<file path="src/rtl/i2cm_pkg.sv">
package i2cm_pkg;
  localparam int REG_AW = 5;
  localparam logic [REG_AW-1:0] OFS_CTRL = 5'h00;
  localparam logic [REG_AW-1:0] OFS_STAT = 5'h04;
  localparam logic [REG_AW-1:0] OFS_OWN  = 5'h08;
  localparam logic [REG_AW-1:0] OFS_DATA = 5'h0C;
  localparam logic [REG_AW-1:0] OFS_LINE = 5'h10;

  localparam logic [1:0] MODE_RX = 2'b10;
  localparam logic [1:0] MODE_TX = 2'b11;

  typedef enum logic [2:0] {
    ENG_IDLE, ENG_START, ENG_BITS, ENG_HOLD, ENG_STOP
  } eng_st_t;

  // {scl pulled low, sda pulled low} for an engine position
  function automatic logic [1:0] line_drive(eng_st_t st, logic [1:0] q,
                                            logic [3:0] bitn, logic txm,
                                            logic msb, logic ack_drv);
    logic [1:0] d;
    case (st)
      ENG_START: d = {q == 2'd2, q != 2'd0};
      ENG_BITS:  d = {q < 2'd2, (bitn < 4'd8) ? (txm & ~msb) : (~txm & ack_drv)};
      ENG_HOLD:  d = 2'b10;
      ENG_STOP:  d = {q == 2'd0, q != 2'd2};
      default:   d = 2'b00;
    endcase
    return d;
  endfunction
endpackage

</file>
<file path="src/rtl/i2cm_qtick.sv">
module i2cm_qtick #(
  parameter int QTR_CYC = 4
) (
  input  logic clk,
  input  logic rst_n,
  output logic tick
);
  localparam int CW = (QTR_CYC > 1) ? $clog2(QTR_CYC) : 1;
  localparam logic [CW-1:0] LAST = CW'(QTR_CYC - 1);

  logic [CW-1:0] cnt;

  always_ff @(posedge clk or negedge rst_n) begin
    if (!rst_n) cnt <= '0;
    else if (cnt == LAST) cnt <= '0;
    else cnt <= cnt + 1'b1;
  end

  assign tick = (cnt == LAST);
endmodule

</file>
<file path="src/rtl/i2cm_bit_engine.sv">
module i2cm_bit_engine
  import i2cm_pkg::*;
(
  input  logic       clk,
  input  logic       rst_n,
  input  logic       tick,
  input  logic       go_start,
  input  logic       go_byte,
  input  logic       go_stop,
  input  logic       abort,
  input  logic       tx_mode,
  input  logic [7:0] tx_data,
  input  logic       ack_drive,
  input  logic       sda_in,
  output logic       scl_low,
  output logic       sda_low,
  output logic       idle,
  output logic       held,
  output logic       done,
  output logic       ack_bit,
  output logic [7:0] rx_byte
);
  eng_st_t    st, st_n;
  logic [1:0] q, q_n;
  logic [3:0] bitn, bit_n;
  logic [7:0] sh, sh_n;
  logic       txm, txm_n, ack_s, ack_n, done_n;

  always_comb begin
    st_n = st; q_n = q; bit_n = bitn; sh_n = sh;
    txm_n = txm; ack_n = ack_s; done_n = 1'b0;
    if (abort) begin
      st_n = ENG_IDLE;
    end else begin
      case (st)
        ENG_IDLE: if (go_start) begin
          st_n = ENG_START; q_n = '0; bit_n = '0; sh_n = tx_data; txm_n = 1'b1;
        end
        ENG_START: if (tick) begin
          if (q == 2'd2) begin st_n = ENG_BITS; q_n = '0; end
          else q_n = q + 2'd1;
        end
        ENG_BITS: if (tick) begin
          if (q == 2'd2) begin
            if (bitn == 4'd8) ack_n = sda_in;
            else if (!txm) sh_n = {sh[6:0], sda_in};
          end
          if (q == 2'd3) begin
            q_n = '0;
            if (bitn == 4'd8) begin st_n = ENG_HOLD; done_n = 1'b1; end
            else begin
              bit_n = bitn + 4'd1;
              if (txm) sh_n = {sh[6:0], 1'b0};
            end
          end else q_n = q + 2'd1;
        end
        ENG_HOLD: if (go_byte) begin
          st_n = ENG_BITS; q_n = '0; bit_n = '0; sh_n = tx_data; txm_n = tx_mode;
        end else if (go_stop) begin
          st_n = ENG_STOP; q_n = '0;
        end
        ENG_STOP: if (tick) begin
          if (q == 2'd2) st_n = ENG_IDLE;
          else q_n = q + 2'd1;
        end
        default: st_n = ENG_IDLE;
      endcase
    end
  end

  always_ff @(posedge clk or negedge rst_n) begin
    if (!rst_n) begin
      st <= ENG_IDLE; q <= '0; bitn <= '0; sh <= '0; txm <= 1'b0;
      ack_s <= 1'b0; done <= 1'b0; scl_low <= 1'b0; sda_low <= 1'b0;
    end else begin
      st <= st_n; q <= q_n; bitn <= bit_n; sh <= sh_n; txm <= txm_n;
      ack_s <= ack_n; done <= done_n;
      {scl_low, sda_low} <= line_drive(st_n, q_n, bit_n, txm_n, sh_n[7], ack_drive);
    end
  end

  assign idle    = (st == ENG_IDLE);
  assign held    = (st == ENG_HOLD);
  assign ack_bit = ack_s;
  assign rx_byte = sh;


  sda_hi_stable_chk: assert property (@(posedge clk) disable iff (!rst_n)
    (st == ENG_BITS && $past(st == ENG_BITS) && !scl_low && !$past(scl_low))
      |-> $stable(sda_low));

  stall_scl_chk: assert property (@(posedge clk) disable iff (!rst_n)
    done |-> scl_low);

  cmd_onehot_chk: assert property (@(posedge clk) disable iff (!rst_n)
    $onehot0({go_start, go_byte, go_stop}));
endmodule

</file>
<file path="src/rtl/i2c_mstr_ctrl.sv">
module i2c_mstr_ctrl
  import i2cm_pkg::*;
#(
  parameter int QTR_CYC = 4
) (
  input  logic              clk,
  input  logic              rst_n,
  input  logic              reg_we,
  input  logic [REG_AW-1:0] reg_addr,
  input  logic [7:0]        reg_wdata,
  output logic [7:0]        reg_rdata,
  output logic              irq,
  output logic              scl_low,
  output logic              sda_low,
  input  logic              sda_in
);
  logic       ack_en, ien, pend;
  logic [1:0] ctrl_lo;
  logic       ctrl_b6;
  logic [1:0] mode;
  logic       busy, oe, lrb;
  logic [2:0] stat_mid;
  logic [7:0] own, dsr, lctl;
  logic       addr_phase;

  logic tick, eng_idle, eng_held, eng_done, eng_ack;
  logic [7:0] eng_rx;

  logic wr_ctrl, wr_stat, wr_own, wr_data, wr_line;
  logic pend_clr, go_start, go_byte, go_stop, abort;

  assign wr_ctrl = reg_we && reg_addr == OFS_CTRL;
  assign wr_stat = reg_we && reg_addr == OFS_STAT;
  assign wr_own  = reg_we && reg_addr == OFS_OWN;
  assign wr_data = reg_we && reg_addr == OFS_DATA;
  assign wr_line = reg_we && reg_addr == OFS_LINE;

  assign pend_clr = wr_ctrl && pend && !reg_wdata[4];
  assign go_byte  = pend_clr && reg_wdata[5] && busy && eng_held;
  assign abort    = wr_stat && !reg_wdata[4];
  assign go_start = wr_stat && reg_wdata[4] && reg_wdata[7] && reg_wdata[5] && eng_idle;
  assign go_stop  = wr_stat && reg_wdata[4] && reg_wdata[7] && !reg_wdata[5] && eng_held;

  i2cm_qtick #(.QTR_CYC(QTR_CYC)) u_qtick (.clk(clk), .rst_n(rst_n), .tick(tick));

  i2cm_bit_engine u_eng (
    .clk(clk), .rst_n(rst_n), .tick(tick),
    .go_start(go_start), .go_byte(go_byte), .go_stop(go_stop), .abort(abort),
    .tx_mode(mode == MODE_TX), .tx_data(dsr), .ack_drive(ack_en), .sda_in(sda_in),
    .scl_low(scl_low), .sda_low(sda_low), .idle(eng_idle), .held(eng_held),
    .done(eng_done), .ack_bit(eng_ack), .rx_byte(eng_rx)
  );

  always_ff @(posedge clk or negedge rst_n) begin
    if (!rst_n) begin
      ack_en <= 1'b0; ien <= 1'b0; pend <= 1'b0; ctrl_b6 <= 1'b0; ctrl_lo <= '0;
      mode <= '0; busy <= 1'b0; oe <= 1'b0; lrb <= 1'b0; stat_mid <= '0;
      own <= 8'hFF; dsr <= 8'hFF; lctl <= 8'h00; addr_phase <= 1'b0;
    end else begin
      if (eng_done) begin
        lrb <= eng_ack & ack_en;
        if (ien) pend <= 1'b1;
        if (!addr_phase && mode == MODE_RX) dsr <= eng_rx;
        addr_phase <= 1'b0;
      end
      if (wr_ctrl) begin
        ack_en <= reg_wdata[7]; ctrl_b6 <= reg_wdata[6]; ien <= reg_wdata[5];
        ctrl_lo <= reg_wdata[1:0];
        if (pend_clr) begin
          pend <= 1'b0;
          if (!go_byte) busy <= 1'b0;
        end
      end
      if (wr_stat) begin
        mode <= reg_wdata[7:6]; oe <= reg_wdata[4];
        stat_mid <= reg_wdata[3:1]; lrb <= reg_wdata[0];
        if (!reg_wdata[4]) begin
          busy <= 1'b0; pend <= 1'b0;
        end else if (reg_wdata[7]) begin
          if (reg_wdata[5]) begin
            if (eng_idle) begin busy <= 1'b1; lrb <= 1'b0; addr_phase <= 1'b1; end
          end else if (!pend) busy <= 1'b0;
        end
      end
      if (wr_own && !oe) own <= reg_wdata;
      if (wr_data && oe) dsr <= reg_wdata;
      if (wr_line) lctl <= reg_wdata;
    end
  end

  always_comb begin
    case (reg_addr)
      OFS_CTRL: reg_rdata = {ack_en, ctrl_b6, ien, pend, 2'b00, ctrl_lo};
      OFS_STAT: reg_rdata = {mode, busy, oe, stat_mid, lrb};
      OFS_OWN:  reg_rdata = own;
      OFS_DATA: reg_rdata = dsr;
      OFS_LINE: reg_rdata = lctl;
      default:  reg_rdata = 8'h00;
    endcase
  end

  assign irq = pend;


  pend_src_chk: assert property (@(posedge clk) disable iff (!rst_n)
    $rose(irq) |-> $past(eng_done));

  pend_no_set_chk: assert property (@(posedge clk) disable iff (!rst_n)
    (wr_ctrl && reg_wdata[4] && !pend && !eng_done) |=> !irq);

  oe_off_chk: assert property (@(posedge clk) disable iff (!rst_n)
    abort |=> (!busy && !irq && !scl_low && !sda_low));

  start_busy_chk: assert property (@(posedge clk) disable iff (!rst_n)
    go_start |=> (busy && !lrb));

  ien_off_chk: assert property (@(posedge clk) disable iff (!rst_n)
    (pend_clr && !reg_wdata[5]) |=> !busy);
endmodule

</file>
<file path="config.mk">
export PLATFORM = sky130hd
export DESIGN_NAME = i2c_mstr_ctrl
export DESIGN_NICKNAME = d
export VERILOG_FILES = /design/src/rtl/i2cm_pkg.sv /design/src/rtl/i2cm_qtick.sv /design/src/rtl/i2cm_bit_engine.sv /design/src/rtl/i2c_mstr_ctrl.sv
export SDC_FILE = /design/constraint.sdc
export NUM_CORES = 1
export LEC_CHECK = 0
export BUFFER_PORTS_ARGS = -buffer_cell sky130_fd_sc_hd__buf_2
export CAP_MARGIN = 20
export CORE_UTILIZATION = 40
export CTS_BUF_LIST = sky130_fd_sc_hd__clkbuf_8 sky130_fd_sc_hd__clkbuf_16
export DETAILED_ROUTE_END_ITERATION = 16
export PLACE_DENSITY = 0.57
export RECOVER_POWER = 25
export SLEW_MARGIN = 20
export SYNTH_ARGS = -nofsm -noshare
export SYNTH_HDL_FRONTEND = slang
export SYNTH_SLANG_ARGS = --single-unit
</file>
<file path="constraint.sdc">
create_clock -name clk -period 3.8 [get_ports clk]
set_input_delay 0.76 -clock clk [delete_from_list [all_inputs] [get_ports clk]]
set_output_delay 0.76 -clock clk [all_outputs]
set_load 0.05 [all_outputs]
</file>
==> results.toml, run 1 <==
[worst_setup_path]
worst_setup_path_start_kind = "input port"
crit_path_max_incr_delay_ns = 0.50
crit_fanout = 8
setup.worst_path.start = "reg_addr[4]"
crit_type = "input port to primary output"
arrival_ns = 2.32
crit_top_cell = "buf_2"
critPathCaptureType = "primary output"
r2r_cells = 5
slowest_stage = "nor2_1"
r2r_end = "u_eng.rx_byte[2]"
worstPathRequired_ns = 3.04
r2r_setup_slack_ns = 1.41
critical_path.cell_chain = "buf_2, nor3_1, nand2_1, nor2_1, a22oi_1, nand3_1, buf_2"
rr_startpoint = "u_eng.st[1]"

[timing]
period_share_pct = 81.2
setup_violations = 0
final.setup.tns_ns = 0
max_slew_margin_pct = 12.9
fmax_mhz = 324
skew_ns = 0.0156
hold_violations = 0
drv_slew = 0
fin_crit_ns = 3.08
fin_ws_ns = 0.716
rsz0062_at_grt = "no"
tightest_slew_ns = 1.31

[floorplanning]
core-area_sq_um = 8260
die_h_um = 94.7
initial_core_util_pct = 41.6
die-area_sq_um = 8960
die_w_um = 94.7
rows = 33
io_pins = 28

[cts]
ctsResizeCount = 0
cts_sinks = 63
clock-root-buffer = "clkbuf_8"
cts_inserted_buffers = 9
path_clk_slew_ns = 0.07
hold_buffers = 0
worst_skew_pair.late_latency_ns = 0.35
cts_tree = "done"
post-cts-setup-buffer-count = 0
h-tree-depth = 3
cts_buffer_depth = 2

[yosys]
synthAdderAreaFrac_pct = 2.55
synth_top_family_by_area = "simple AND/OR/NAND/NOR gates"
synth.distinct_cells = 56
async_flop_share_pct = 100
synthMuxAreaShare_pct = 9.47
ys.flop_type = "dfrtp_1"
ys_seq_area_share_pct = 46.5
yosys_warnings = 0
syn_avg_cell_area_sq_um = 9.62
synth_seq_cells = 63
syn-num-nets = 381
synth-xor-area-share_pct = 0.255
synth_edf_count = 0
synth_area_sq_um = 3440
synth-compound-area-share_pct = 17.0
synthSimpleGateAreaFrac_pct = 21.2
syn_inst = 357

[power_and_ir_drop]
p_int_mw = 1.18
power_frac_seq_pct = 50.4
combPwrFrac_pct = 14.2
power_density_nw_per_um2 = 429
leakage_nw = 1.68
power_frac_clock_pct = 35.4
p_sw_share_pct = 29.6
p_sw_mw = 0.495
irDropWorstVdd_mv = 0.168
finalPower_mw = 1.67

[layout]
final_common_cell = "nand2_1"
stdcell_area_sq_um = 3910
post-route-util_pct = 47.3
layout-drive-gt1-share_pct = 25.1
final_cell_mix = "52 x nand2_1, 47 x dfrtp_1, 32 x nor2_1"
nets = 413
area_growth_syn_to_layout_pct = 13.7
diodes = 0

[global_route]
grt_pass1_wl_um = 14700
first_global_vias = 2852
antenna_found_initial = 0
grt_max_degree = 28
globalRouteOverflowTotal = 0
grt_usage_pct = 21.7

[detailed_routing]
detail_route.vias_per_cell = 5.74
routed_wl_um = 8720
dr.pass1.iters = 4
drt.antenna.violating_nets = 0
vias = 2863
wl_per_cell_um = 17.5
remaining_drc_errors = 0
drt_iter0_drc = 141

[worst_hold_path]
hold_class = "flop to flop"
holdCritStartpoint = "u_qtick.cnt[0]"
holdPathStages = 1
whs_endpoint = "u_qtick.cnt[0]"

[place]
pre_cts_slack_ns = 0.741
place_hpwl_um = 6360
portBuffers = 27
placed_area_sq_um = 3710
routabilityCongestion = 0.879

[run]
cap_violations = 0

[status]
status = "complete, no violations"
## metrics by stage
| step | hold WS, ns | std cells |
|---|---|---|
| after detailed placement | 0.424 | 483 |
| after CTS | 0.291 | 499 |
| final | 0.432 | 499 |
| after global placement | 0.414 | 483 |
| after floorplan | 0.403 | 357 |
| after global routing | 0.466 | 499 |
## state kept, by name (all words and copies together) (netlist names), 3 cells and up
register       cells
dsr                8
u_eng.st           3
u_eng.bitn         4
u_eng.rx_byte      8
lctl               8
own                8
stat_mid           3
## layer usage
layer / vias up / part of all wire [%] / GRT usage, %
met1: 1434 / 48 / 30.1
met3: 12 / 3.2 / 3.46
met5: - / 0 / 0
met4: 0 / 1.4 / 7.95
met2: 57 / 47 / 34.1
li1: 1360 / - / -
## worst max path at each step
| stage | end |
|---|---|
| final | reg_rdata[6] |
| after global routing | reg_rdata[5] |
| after CTS | reg_rdata[4] |
| after detailed placement | reg_rdata[4] |
| after global placement | reg_rdata[6] |
| after floorplan | reg_rdata[2] |
## synthesized netlist by cell type, types with 2 or more instances
cell type | instances | share of area [%]
nand2_1 | 52 | 5.7
dfrtp_1 | 47 | 34
nor2_1 | 32 | 3.5
o21ai_0 | 25 | 3.6
mux2_2 | 20 | 6.6
a22oi_1 | 19 | 4.2
a21oi_1 | 16 | 2.3
dfstp_2 | 16 | 12
clkbuf_1 | 11 | 1.2
inv_1 | 10 | 1.1
mux2i_1 | 10 | 2.9
nand3_1 | 10 | 1.5
nor3_1 | 9 | 1.3
ha_1 | 7 | 2.5
a31oi_1 | 4 | 0.73
nand2b_1 | 4 | 0.73
nand3b_1 | 4 | 0.87
nand4_1 | 4 | 0.73
nor2b_1 | 4 | 0.73
a211oi_1 | 3 | 0.66
and3_1 | 3 | 0.55
nand4b_1 | 3 | 0.76
nor3b_1 | 3 | 0.66
a222oi_1 | 2 | 0.58
and2_1 | 2 | 0.36
buf_1 | 2 | 0.22
buf_2 | 2 | 0.29
nor4b_1 | 2 | 0.51
o32ai_1 | 2 | 0.51
or2_2 | 2 | 0.36
or3_1 | 2 | 0.36
## critical path: cells and delay by family
family	cells	cell delay [ns]
AO/OA/AOI/OAI	1	0.14
buffers and inverters	2	0.38
AND/OR/NAND/NOR	4	1.04
## cell families after synthesis
logic type	count (synthesis)
buffers and inverters	26
xor gates and xnor gates	1
adders and majority gates	7
and+or+nand+nor	145
AOI/OAI and AO/OA	85
muxes	30
DFF	63
## power groups by stage
stage	Combinational [mW]	Sequential, mW	Clock (mW)
floorplan	0.164	0.846	0
global placement	0.233	0.856	0
detailed placement	0.240	0.856	0
CTS	0.241	0.844	0.607
global route	0.267	0.858	0.634
finish	0.237	0.844	0.593
## final cells by class
type                    count  area [sq um]
inverters                  10          37.5
clock buffers               9           124
well taps                 105           131
multi-input cells         268          1740
repair buffers             37           205
clock inverters             7          72.6
flip-flops and latches     63          1600
fillers                   822          4350
(Power assumes the default switching activity.)
==> run 2, diff against run 1 <==
==> constraint.sdc (replaced) <==
create_clock -name clk -period 2.9 [get_ports clk]
set_input_delay 0.58 -clock clk [delete_from_list [all_inputs] [get_ports clk]]
set_output_delay 0.58 -clock clk [all_outputs]
set_load 0.05 [all_outputs]
==> run 2 against run 1 <==
Worst hold slack got worse by 0.0019 ns. Largest power group unchanged. Clock skew decreased by 0.0061 ns. Cell count increased by 1.0%. The flow now finishes with violations (max-capacitance violations, max-slew violations). Largest cell class unchanged.
==> results.toml, run 2 (synthesized netlist as in run 1, its figures left out) <==
[detailed_routing]
drt.antenna.violating_nets = 0
dr.pass1.iters = 5
wl_per_cell_um = 17.0
routed_wl_um = 8580
vias = 2832
drt_iter0_drc = 177
detail_route.vias_per_cell = 5.62
remaining_drc_errors = 0

[timing]
rsz0062_at_grt = "no"
period_share_pct = 92.1
skew_ns = 0.00948
final.setup.tns_ns = 0
max_slew_margin_pct = -5.55
fmax_mhz = 374
fin_crit_ns = 2.67
hold_violations = 0
setup_violations = 0
tightest_slew_ns = 1.58
drv_slew = 64

[worst_setup_path]
r2r_cells = 7
worst_setup_path_start_kind = "input port"
crit_type = "input port to primary output"
crit_fanout = 9
critPathCaptureType = "primary output"
arrival_ns = 2.09
worstPathRequired_ns = 2.32

[place]
routabilityCongestion = 0.898
place_hpwl_um = 6210
portBuffers = 27

[cts]
cts_tree = "done"
h-tree-depth = 3
worst_skew_pair.late_latency_ns = 0.35
ctsResizeCount = 0
path_clk_slew_ns = 0.07
cts_buffer_depth = 2
cts_sinks = 63
clock-root-buffer = "clkbuf_8"
hold_buffers = 0
post-cts-setup-buffer-count = 0
cts_inserted_buffers = 9

[layout]
area_growth_syn_to_layout_pct = 16.2
fillers = 796
layout-drive-gt1-share_pct = 26.8
final_cell_mix = "52 x nand2_1, 47 x dfrtp_1, 32 x nor2_1"
diodes = 0
final_common_cell = "nand2_1"
post-route-util_pct = 48.3
nets = 418

[global_route]
first_global_vias = 2833
grt_max_degree = 64
globalRouteOverflowTotal = 0
grt_usage_pct = 21.0
grt_pass1_wl_um = 14200
antenna_found_initial = 0

[run]
cap_violations = 1

[power_and_ir_drop]
irDropWorstVdd_mv = 0.262
power_density_nw_per_um2 = 592
leakage_nw = 1.73

[floorplanning]
core-area_sq_um = 8260
die_h_um = 94.7
die-area_sq_um = 8960
io_pins = 28
die_w_um = 94.7
initial_core_util_pct = 41.6
rows = 33

[worst_hold_path]
hold_class = "flop to flop"
holdPathStages = 1

[status]
status = "finished with violations"
violations = "max-capacitance violations, max-slew violations"
==> run 2: changes by cell type in the layout (fill, tap and decap cells not counted) <==
| cell | change |
|---|---|
| bufinv_16 | +2 |
| buf_4 | +5 |
| clkinv_4 | -1 |
| inv_1 | -1 |
| buf_2 | +1 |
| clkbuf_1 | -2 |
| clkbuf_2 | +1 |
==> run 2: worst max-delay path, stage by stage <==
cell and delay, ns:
buf_2 0.12, nor3_1 0.30, and3_1 0.47, a22oi_1 0.22
nand3_1 0.13, buf_2 0.27
==> run 2: path summary, 6_finish.rpt <==
path / slack, ns / startpoint / endpoint
hold reg to reg: 0.43 / u_qtick.cnt[0] / u_qtick.cnt[0]
setup reg to reg: 0.67 / u_eng.st[2] / u_eng.sda_low
max in group asynchronous: 1.24 / rst_n / u_qtick.cnt[0]
hold / removal: 0.43 / u_qtick.cnt[0] / u_qtick.cnt[0]
min in group asynchronous: 0.70 / rst_n / lctl[2]
setup / recovery: 0.23 / reg_addr[4] / reg_rdata[4]
==> run 2: power by group <==
part / total (mW) / leakage (nW) / internal (mW) / switching (mW)
sequential: 1.11 / 0.782 / 1.01 / 0.0930
combinational: 0.311 / 0.825 / 0.133 / 0.178
clock: 0.944 / 0.120 / 0.573 / 0.371
==> run 2: metrics by stage <==
step / total power [mW] / hold WS, ns / setup slack [ns] / std cells / cell area, sq um
floorplan: 1.32 / 0.284 / 0.150 / 357 / 3440
global placement: 1.43 / 0.415 / 0.167 / 488 / 3750
detailed placement: 1.44 / 0.419 / 0.0627 / 488 / 3750
CTS: 2.39 / 0.429 / 0.282 / 504 / 4000
global route: 2.47 / 0.464 / 0.168 / 504 / 3990
finish: 2.36 / 0.430 / 0.229 / 504 / 3990
==> run 2: layer usage <==
metal	vias to the layer above	GRT usage (%)	share of wire, %
li1	1373	-	-
met1	1387	29.1	48
met2	62	32.6	47
met3	10	4.67	4.2
met4	0	6.69	1.1
met5	-	0	0
==> run 2: final cells by class <==
type | count | area [sq um] | area share [%]
timing repair buffer | 42 | 245 | 6.14
multi-input combinational | 268 | 1740 | 43.5
clock inverter | 7 | 120 | 3.01
tap | 105 | 131 | 3.29
inverter | 10 | 37.5 | 0.940
sequential | 63 | 1600 | 40.0
clock buffer | 9 | 124 | 3.10
==> run 3, diff against run 2 <==
--- a/config.mk
+++ b/config.mk
@@ -7,10 +7,12 @@
 export LEC_CHECK = 0
 export BUFFER_PORTS_ARGS = -buffer_cell sky130_fd_sc_hd__buf_2
 export CAP_MARGIN = 20
-export CORE_UTILIZATION = 40
+export CELL_PAD_IN_SITES_DETAIL_PLACEMENT = 1
+export CELL_PAD_IN_SITES_GLOBAL_PLACEMENT = 1
+export CORE_UTILIZATION = 35
 export CTS_BUF_LIST = sky130_fd_sc_hd__clkbuf_8 sky130_fd_sc_hd__clkbuf_16
 export DETAILED_ROUTE_END_ITERATION = 16
-export PLACE_DENSITY = 0.57
+export PLACE_DENSITY = 0.63
 export RECOVER_POWER = 25
 export SLEW_MARGIN = 20
 export SYNTH_ARGS = -nofsm -noshare
==> run 3 against run 2 <==
The run still ends with max-capacitance violations, max-slew violations left. Sequential power about the same. First-iteration DRC count down 37%. Fmax up 0.80%. Non-clock buffer count up 2. Die area up 14%. Global-route usage up 0.30 points. Worst hold slack worse by 0.0014 ns.
==> results.toml, run 3 (synthesized netlist as in run 1, its figures left out) <==
[detailed_routing]
wl_per_cell_um = 18.3
drt.antenna.violating_nets = 0
vias = 2882
detail_route.vias_per_cell = 5.44
remaining_drc_errors = 0
drt_iter0_drc = 111
dr.pass1.iters = 4
routed_wl_um = 9720

[timing]
drv_slew = 64
fmax_mhz = 377
hold_violations = 0
skew_ns = 0.0120
fin_crit_ns = 2.65
final.setup.tns_ns = 0
setup_violations = 0
rsz0062_at_grt = "no"
fin_ws_ns = 0.250
tightest_slew_ns = 1.58
period_share_pct = 91.4
hold_slack_ns = 0.429
max_slew_margin_pct = -5.29

[layout]
final_cell_mix = "52 x nand2_1, 47 x dfrtp_1, 32 x nor2_1"
area_growth_syn_to_layout_pct = 17.0
stdcell_area_sq_um = 4020
seq_area_sq_um = 1600
layout-drive-gt1-share_pct = 27.2
diodes = 0
nets = 420
fillers = 1117
final_common_cell = "nand2_1"
multi_input_area_sq_um = 1740

[floorplanning]
die_h_um = 101
die-area_sq_um = 10200
rows = 35
initial_core_util_pct = 36.7
core-area_sq_um = 9370
io_pins = 28
die_w_um = 101

[worst_setup_path]
worstPathRequired_ns = 2.32
worst_setup_path_start_kind = "input port"
critPathCaptureType = "primary output"
crit_fanout = 9
r2r_setup_slack_ns = 0.63
arrival_ns = 2.07
crit_type = "input port to primary output"

[cts]
h-tree-depth = 3
cts_sinks = 63
cts_inserted_buffers = 9
post-cts-setup-buffer-count = 0
cts_tree = "done"
path_clk_slew_ns = 0.07
hold_buffers = 0
clock-root-buffer = "clkbuf_8"
ctsResizeCount = 0
cts_buffer_depth = 2
worst_skew_pair.late_latency_ns = 0.36

[worst_hold_path]
hold_class = "flop to flop"

[place]
portBuffers = 27
placed_area_sq_um = 3800
pre_cts_slack_ns = 0.0636
routabilityCongestion = 0.865
place_hpwl_um = 7070

[status]
violations = "max-capacitance violations, max-slew violations"
status = "finished with violations"

[power_and_ir_drop]
power_density_nw_per_um2 = 577
irDropWorstVdd_mv = 0.242
leakage_nw = 1.73

[global_route]
globalRouteOverflowTotal = 0
antenna_found_initial = 0
grt_pass1_wl_um = 16300
first_global_vias = 3053
grt_max_degree = 64
grt_usage_pct = 21.3

[run]
cap_violations = 1
run 3: routing by layer:
layer,vias to the layer above,part of all wire (%),track usage [%]
li1,1370,-,-
met1,1469,49,28.7
met2,33,47,35.1
met3,10,1.9,2.98
met4,0,1.5,7.36
met5,-,0,0
run 3: critical path: stages:
cell and delay [ns]:
buf_2 0.12, nor3_1 0.28, and3_1 0.50, a22oi_1 0.20
nand3_1 0.12, buf_2 0.27
run 3: worst paths after layout:
check | startpoint | end | cells past startpoint
max | reg_addr[4] | reg_rdata[4] | 6
min | u_qtick.cnt[0] | u_qtick.cnt[0] | 1
max reg2reg | u_eng.st[1] | u_eng.sda_low | 7
min reg2reg | u_qtick.cnt[0] | u_qtick.cnt[0] | 1
max in group asynchronous | rst_n | u_eng.bitn[1] | 2
min in group asynchronous | rst_n | lctl[2] | 2
run 3: metrics by stage:
| stage | instances | power (mW) | utilization [%] |
|---|---|---|---|
| 2_1_floorplan | 357 | 1.32 | - |
| 3_3_place_gp | 514 | 1.43 | 40.5 |
| 3_5_place_dp | 514 | 1.45 | 40.5 |
| 4_1_cts | 530 | 2.34 | 42.9 |
| 5_1_grt | 530 | 2.43 | 42.9 |
| 6_report | 530 | 2.32 | 42.9 |
run 3: cell type report:
class / count / share of cell area, %
Inverter: 10 / 0.934
Tap cell: 129 / 4.01
Sequential cell: 63 / 39.7
Clock buffer: 9 / 3.08
Clock inverter: 7 / 2.55
Timing Repair Buffer: 44 / 6.47
Multi-Input combinational cell: 268 / 43.2
run 3: where the power goes:
| part | internal, mW | switching [mW] |
|---|---|---|
| clock network | 0.493 | 0.394 |
| registers | 1.01 | 0.0989 |
| logic | 0.135 | 0.185 |
| total | 1.64 | 0.678 |
